[config.mk]
export PLATFORM = sky130hd
export DESIGN_NAME = regbank_top
export DESIGN_NICKNAME = d
export VERILOG_FILES = /design/src/rtl/regbank_pkg.sv /design/src/rtl/regbank_sync.sv /design/src/rtl/regbank_ctrl.sv /design/src/rtl/regbank_dp.sv /design/src/rtl/regbank_top.sv
export SDC_FILE = /design/constraint.sdc
export NUM_CORES = 1
export LEC_CHECK = 0
export BUFFER_PORTS_ARGS = -buffer_cell sky130_fd_sc_hd__buf_4
export CORE_MARGIN = 8
export CORE_UTILIZATION = 38
export DETAILED_ROUTE_END_ITERATION = 6
export PLACE_DENSITY = 0.61
export SLEW_MARGIN = 10
export SYNTH_ARGS = -nofsm -noshare
export SYNTH_HDL_FRONTEND = slang
export SYNTH_SLANG_ARGS = --single-unit
[constraint.sdc]
create_clock -name clk -period 1.8 [get_ports clk]
set_input_delay 0 -clock clk [delete_from_list [all_inputs] [get_ports clk]]
set_output_delay 0 -clock clk [all_outputs]
set_load 0.02 [all_outputs]
[src/rtl/regbank_pkg.sv]
package regbank_pkg;

  localparam int DEF_PORTS = 4;

  localparam logic [7:0] ADDR_SAMP  = 8'h05;
  localparam logic [7:0] ADDR_TMDS  = 8'h06;
  localparam logic [7:0] ADDR_GLOB  = 8'h07;
  localparam logic [7:0] ADDR_PCTRL = 8'h08;
  localparam logic [7:0] ADDR_PSTAT = 8'h09;
  localparam logic [7:0] ADDR_AUX   = 8'h0A;
  localparam logic [7:0] ADDR_PMODE = 8'h0E;
  localparam logic [7:0] ADDR_PHDCP = 8'h0F;

  localparam logic [4:0] RST_SAMP_HI = 5'b00010;  // bits 5:1 of 0x05
  localparam logic [7:0] RST_TMDS    = 8'h00;
  localparam logic       RST_RXPWR   = 1'b1;
  localparam logic [7:0] RST_AUX     = 8'h80;
  localparam logic [7:0] RST_PCTRL   = 8'h01;
  localparam logic [1:0] RST_PMODE   = 2'b01;
  localparam logic [7:0] RST_PHDCP   = 8'h00;

  typedef enum logic [3:0] {
    RD_NONE, RD_SAMP, RD_TMDS, RD_GLOB, RD_PCTRL,
    RD_PSTAT, RD_AUX, RD_PMODE, RD_PHDCP
  } rdSel_e;

  typedef struct packed {
    logic   wrSamp;
    logic   wrTmds;
    logic   wrGlob;
    logic   wrAux;
    logic   wrPortCtrl;
    logic   wrPortMode;
    logic   wrPortHdcp;
    rdSel_e rdSel;
  } strobes_t;

endpackage

[src/rtl/regbank_sync.sv]
module regbank_sync #(
  parameter int WIDTH  = 4,
  parameter int STAGES = 2
) (
  input  logic             clk,
  input  logic             rstN,
  input  logic [WIDTH-1:0] asyncIn,
  output logic [WIDTH-1:0] syncOut
);
  logic [WIDTH-1:0] stageQ [STAGES];

  always_ff @(posedge clk or negedge rstN) begin
    if (!rstN) stageQ[0] <= '0;
    else       stageQ[0] <= asyncIn;
  end

  for (genvar s = 1; s < STAGES; s++) begin : gStage
    always_ff @(posedge clk or negedge rstN) begin
      if (!rstN) stageQ[s] <= '0;
      else       stageQ[s] <= stageQ[s-1];
    end
  end

  assign syncOut = stageQ[STAGES-1];
endmodule

[src/rtl/regbank_ctrl.sv]
module regbank_ctrl
  import regbank_pkg::*;
(
  input  logic       wrEn,
  input  logic [7:0] addr,
  output strobes_t   stb
);
  always_comb begin
    stb = '0;
    stb.rdSel = RD_NONE;
    unique case (addr)
      ADDR_SAMP:  begin stb.rdSel = RD_SAMP;  stb.wrSamp     = wrEn; end
      ADDR_TMDS:  begin stb.rdSel = RD_TMDS;  stb.wrTmds     = wrEn; end
      ADDR_GLOB:  begin stb.rdSel = RD_GLOB;  stb.wrGlob     = wrEn; end
      ADDR_PCTRL: begin stb.rdSel = RD_PCTRL; stb.wrPortCtrl = wrEn; end
      ADDR_PSTAT: begin stb.rdSel = RD_PSTAT; end
      ADDR_AUX:   begin stb.rdSel = RD_AUX;   stb.wrAux      = wrEn; end
      ADDR_PMODE: begin stb.rdSel = RD_PMODE; stb.wrPortMode = wrEn; end
      ADDR_PHDCP: begin stb.rdSel = RD_PHDCP; stb.wrPortHdcp = wrEn; end
      default:    begin stb.rdSel = RD_NONE; end
    endcase
  end
endmodule

[src/rtl/regbank_dp.sv]
module regbank_dp
  import regbank_pkg::*;
#(
  parameter int NUM_PORTS = DEF_PORTS,
  localparam int SEL_W    = $clog2(NUM_PORTS)
) (
  input  logic                   clk,
  input  logic                   rstN,
  input  strobes_t               stb,
  input  logic [7:0]             wrData,
  input  logic [3:0]             rxStat,
  input  logic [NUM_PORTS-1:0]   hpSync,
  input  logic [NUM_PORTS-1:0]   rsSync,
  output logic [7:0]             rdData,
  output logic [5:0]             sampCtrl,
  output logic [7:0]             tmdsCtrl,
  output logic [7:0]             auxCtrl,
  output logic                   rxPowerUp,
  output logic [SEL_W-1:0]       portSel,
  output logic [NUM_PORTS*8-1:0] txCtrl,
  output logic [NUM_PORTS*2-1:0] txMode,
  output logic [NUM_PORTS*8-1:0] txHdcp
);
  logic [4:0]       sampHiQ;
  logic [7:0]       tmdsQ;
  logic [7:0]       auxQ;
  logic             rxPwrQ;
  logic [SEL_W-1:0] selQ;
  logic [7:0]       ctrlQ [NUM_PORTS];
  logic [1:0]       modeQ [NUM_PORTS];
  logic [7:0]       hdcpQ [NUM_PORTS];

  always_ff @(posedge clk or negedge rstN) begin
    if (!rstN) begin
      sampHiQ <= RST_SAMP_HI;
      tmdsQ   <= RST_TMDS;
      auxQ    <= RST_AUX;
      rxPwrQ  <= RST_RXPWR;
      selQ    <= '0;
    end else begin
      if (stb.wrSamp) sampHiQ <= wrData[5:1];
      if (stb.wrTmds) tmdsQ   <= wrData;
      if (stb.wrAux)  auxQ    <= wrData;
      if (stb.wrGlob) begin
        rxPwrQ <= wrData[3];
        selQ   <= wrData[SEL_W-1:0];
      end
    end
  end

  for (genvar k = 0; k < NUM_PORTS; k++) begin : gPort
    logic hit;
    assign hit = (selQ == SEL_W'(k));

    always_ff @(posedge clk or negedge rstN) begin
      if (!rstN) begin
        ctrlQ[k] <= RST_PCTRL;
        modeQ[k] <= RST_PMODE;
        hdcpQ[k] <= RST_PHDCP;
      end else if (hit) begin
        if (stb.wrPortCtrl) ctrlQ[k] <= wrData;
        if (stb.wrPortMode) modeQ[k] <= wrData[1:0];
        if (stb.wrPortHdcp) hdcpQ[k] <= wrData;
      end
    end

    assign txCtrl[k*8 +: 8] = ctrlQ[k];
    assign txMode[k*2 +: 2] = modeQ[k];
    assign txHdcp[k*8 +: 8] = hdcpQ[k];
  end

  always_comb begin
    rdData = 8'h00;
    unique case (stb.rdSel)
      RD_SAMP:  rdData = {2'b00, sampHiQ, 1'b1};
      RD_TMDS:  rdData = tmdsQ;
      RD_GLOB:  begin
        rdData[7:4]       = rxStat;
        rdData[3]         = rxPwrQ;
        rdData[SEL_W-1:0] = selQ;
      end
      RD_PCTRL: rdData = ctrlQ[selQ];
      RD_PSTAT: rdData = {6'b0, rsSync[selQ], hpSync[selQ]};
      RD_AUX:   rdData = auxQ;
      RD_PMODE: rdData = {6'b0, modeQ[selQ]};
      RD_PHDCP: rdData = hdcpQ[selQ];
      default:  rdData = 8'h00;
    endcase
  end

  assign sampCtrl  = {sampHiQ, 1'b1};
  assign tmdsCtrl  = tmdsQ;
  assign auxCtrl   = auxQ;
  assign rxPowerUp = rxPwrQ;
  assign portSel   = selQ;
endmodule

[src/rtl/regbank_top.sv]
module regbank_top
  import regbank_pkg::*;
#(
  parameter int NUM_PORTS   = DEF_PORTS,
  parameter int SYNC_STAGES = 2,
  localparam int SEL_W      = $clog2(NUM_PORTS),
  localparam int STAT_W     = 4 + 2 * NUM_PORTS
) (
  input  logic                   clk,
  input  logic                   rstN,
  input  logic                   wrEn,
  input  logic [7:0]             addr,
  input  logic [7:0]             wrData,
  output logic [7:0]             rdData,
  input  logic                   linkOn,
  input  logic                   deOn,
  input  logic                   hdmiIn,
  input  logic                   decryptOn,
  input  logic [NUM_PORTS-1:0]   hotPlug,
  input  logic [NUM_PORTS-1:0]   rxSense,
  output logic [5:0]             sampCtrl,
  output logic [7:0]             tmdsCtrl,
  output logic [7:0]             auxCtrl,
  output logic                   rxPowerUp,
  output logic [SEL_W-1:0]       portSel,
  output logic [NUM_PORTS*8-1:0] txCtrl,
  output logic [NUM_PORTS*2-1:0] txMode,
  output logic [NUM_PORTS*8-1:0] txHdcp
);
  strobes_t          stb;
  logic [STAT_W-1:0] statSync;

  regbank_sync #(.WIDTH(STAT_W), .STAGES(SYNC_STAGES)) uSync (
    .clk(clk), .rstN(rstN),
    .asyncIn({linkOn, deOn, hdmiIn, decryptOn, hotPlug, rxSense}),
    .syncOut(statSync)
  );

  regbank_ctrl uCtrl (.wrEn(wrEn), .addr(addr), .stb(stb));

  regbank_dp #(.NUM_PORTS(NUM_PORTS)) uDp (
    .clk(clk), .rstN(rstN), .stb(stb), .wrData(wrData),
    .rxStat(statSync[STAT_W-1 -: 4]),
    .hpSync(statSync[2*NUM_PORTS-1 -: NUM_PORTS]),
    .rsSync(statSync[NUM_PORTS-1:0]),
    .rdData(rdData), .sampCtrl(sampCtrl), .tmdsCtrl(tmdsCtrl),
    .auxCtrl(auxCtrl), .rxPowerUp(rxPowerUp), .portSel(portSel),
    .txCtrl(txCtrl), .txMode(txMode), .txHdcp(txHdcp)
  );
endmodule

==> metrics.txt <==
CP arrival 2.17 ns; latest clock arrival within the worst-skew pair 0.41 ns; Worst Slack Setup Final -0.367 ns; post-synthesis cell type count 44; gpl congestion 0.854; crit-path max FO 5; fraction of registers with async set/reset 100%; main combinational cell family by area after synthesis multiplexers; Most used DFF post-synth dfrtp_1; Initial Utilization 38.7%; Mapped Cells 366; Hold Path Class in -> async; die width 134 um; run status complete, but fails checks; die area 18100 um2; Fmax achieved 461 MHz; CP Class reg -> out; worst path required time 1.80 ns; Area after DPL 6760 um2; layout cell share with drive strength beyond 1 62.5%; failing checks negative setup slack; Synth-to-Final Area Change 45.1%; pwr dens 887 nW/um2; final hold violations 0; clock sinks 120; largest net degree at the start of global routing 69; Placeable Area 13800 um2; nets 578; CTS tree built; CTS H-Tree Depth 4; warnings from Yosys 0; mux share of post-synthesis cell area 29.6%; GRT overflow 0; Max-Cap Viols 0; Antenna Nets Post-Route 0; initial antenna violation count 0; post-synthesis sequential area ratio 56.6%; CTS clk-pin slew, worst paths 0.05 ns; initial DRC count 248; Post-Synthesis Cell Area 5330 um2; post-synth top area share 51.2%; final WL 15600 um; global-route wire length before repair 24400 um; average wire per standard cell 21.1 um; top cells by area, synth dfrtp_1 51%, mux2_2 21%, mux4_2 7.2%; Total GRT Usage 18.0%; xor and xnor area share after synthesis 0%; DRC 0; met3 Use GR 5.83%; Die Y 134 um; period utilization 120%; top-level port count 136; Num CTS Buffers 17; placed cell count 685; IO Port Bufs 134; drt pass-1 iters 4; Final HPWL DP 11500 um; leakage 3.69 nW; crit path launch type flop; Tmin final 2.17 ns; post-synthesis adder-cell area fraction 0%; Yosys reg bits 120; Slew Limit Fails 0; Site Rows 43; VDD IR-drop max 655 uV; CTS root buf clkbuf_16; leading area contributor after synthesis dfrtp_1; vias per inst 5.19; busiest layer in global routing met2; area fraction in and, or, nand and nor cells after synthesis 6.91%; RSZ-0062 raised after global routing true; routing usage on met1 22.2%; setup violators final 8; worst clock skew 0.00496 ns; met2 Use GR 28.3%; Clock Path Buffers 2; Via Count 3842; Antenna Cells 0; Post-Layout Cell Count 740; Syn Area/Cell 14.5 um2; compound-gate portion of the synthesized area 4.37%; Post-Layout Inst Area 7730 um2; Post-synth EDFFs 0; crit end category output pin; vias in the first global route 4181; Syn Nets 397
-- repair_timing --
action | in CTS | in global routing
hold buffers | 21 | 0
setup buffers | 2 | 1
resized for setup | 11 | 14
pin swaps | 0 | 3
endpoints found under the hold margin | 217 | 0
cloned | 1 | 0
endpoints found under the setup margin | 8 | 19
-- path summary, 6_finish.rpt --
| kind | from | end | slack [ns] | cells after the start |
|---|---|---|---|---|
| hold / removal | rstN | uDp.sampHiQ[0] | 0.07 | 2 |
| min in group clk | addr[1] | uDp.portSel[1] | 0.19 | 4 |
| hold reg to reg | uSync.stageQ[17] | uSync.syncOut[5] | 0.34 | 0 |
| setup reg to reg | uDp.portSel[0] | uDp.txHdcp[20] | 0.07 | 6 |
| max in group asynchronous | rstN | uDp.rxPowerUp | 1.01 | 3 |
| setup / recovery | uDp.portSel[0] | rdData[3] | -0.37 | 6 |
-- sequential cells by signal, indices dropped and copies added, names as in the netlist --
register and count:
uDp.rxPowerUp 1, uDp.portSel 2, uDp.sampHiQ 5, uDp.txCtrl 32, uSync.syncOut 12, uDp.txMode 8, uDp.tmdsCtrl 8, uSync.stageQ 12
uDp.auxCtrl 8, uDp.txHdcp 32
-- through the flow --
| step | utilization [%] | hold slack [ns] | TNS [ns] | total power, W | setup WS, ns |
|---|---|---|---|---|---|
| after floorplan | - | -0.296 | 0 | 0.00311 | 0.00810 |
| after global placement | 49.1 | -0.0425 | 0 | 0.00341 | 0.0316 |
| after detailed placement | 49.1 | -0.0421 | 0 | 0.00341 | 0.00431 |
| after CTS | 55.6 | 0.0770 | -2.48 | 0.00692 | -0.365 |
| after global routing | 56.1 | 0.0935 | -3.02 | 0.00710 | -0.469 |
| final | 56.1 | 0.0706 | -2.39 | 0.00686 | -0.367 |
-- synth_stat cells (2+ instances only) --
library cell	number
clkbuf_1	9
dfrtp_1	109
a2bb2oi_1	3
mux2_2	97
nand2_1	16
nor2_1	8
buf_2	12
mux2i_1	10
and3_1	3
nand3_1	3
nand3_2	2
mux4_2	17
dfstp_2	11
o22a_1	4
o21ai_0	4
nand4_1	5
nor2b_1	6
nand2b_1	3
nor2_2	4
buf_1	5
o221ai_1	4
a22oi_1	8
a21oi_1	2
-- metal layers --
metal | part of all wire, % | routed length [um] | up-vias
met5 | 0 | 0 | -
met1 | 43 | 6720 | 1952
li1 | - | - | 1733
met2 | 48 | 7500 | 133
met3 | 7.0 | 1100 | 24
met4 | 2.1 | 334 | 0
-- report_power, final --
part	internal, W	total (W)	switching, W
sequential	0.00278	0.00284	0.0000548
combinational	0.000282	0.000595	0.000313
clock	0.00228	0.00343	0.00115
total	0.00534	0.00686	0.00152
-- cell families (layout without fill, tap and decap cells) --
group	Yosys count	count (layout)
buffers and inverters	29	223
muxes	124	124
DFF	120	120
AOI/OAI and AO/OA	31	31
other	1	1
and+or+nand+nor	61	61
-- critical path, stage by stage (launching register included) --
cell	delay, ns
dfrtp_2	0.42
buf_6	0.15
mux4_2	0.53
mux2i_2	0.21
a2bb2oi_1	0.17
o21ai_1	0.10
buf_4	0.17
-- layout by cell type (no fill, tap or decap), drive strengths merged, types with 5 or more instances in the layout --
master and n:
dfstp 11, dfrtp 109, dlygate4sd3 21, nor2 12, a22oi 8, clkbuf 24
nand3 5, mux2i 10, mux4 17, nor2b 6, nand4 6, mux2 97
nand2 16, buf 168
-- layout make-up --
class	count	area (um2)
clock inverter	8	120
timing repair buffer	190	1600
tap	180	225
multi-input combinational	217	2280
sequential	120	3020
clock buffer	24	482
fill	1184	6050
inverter	1	3.75
No activity file was read; power rests on OpenSTA's default activity.
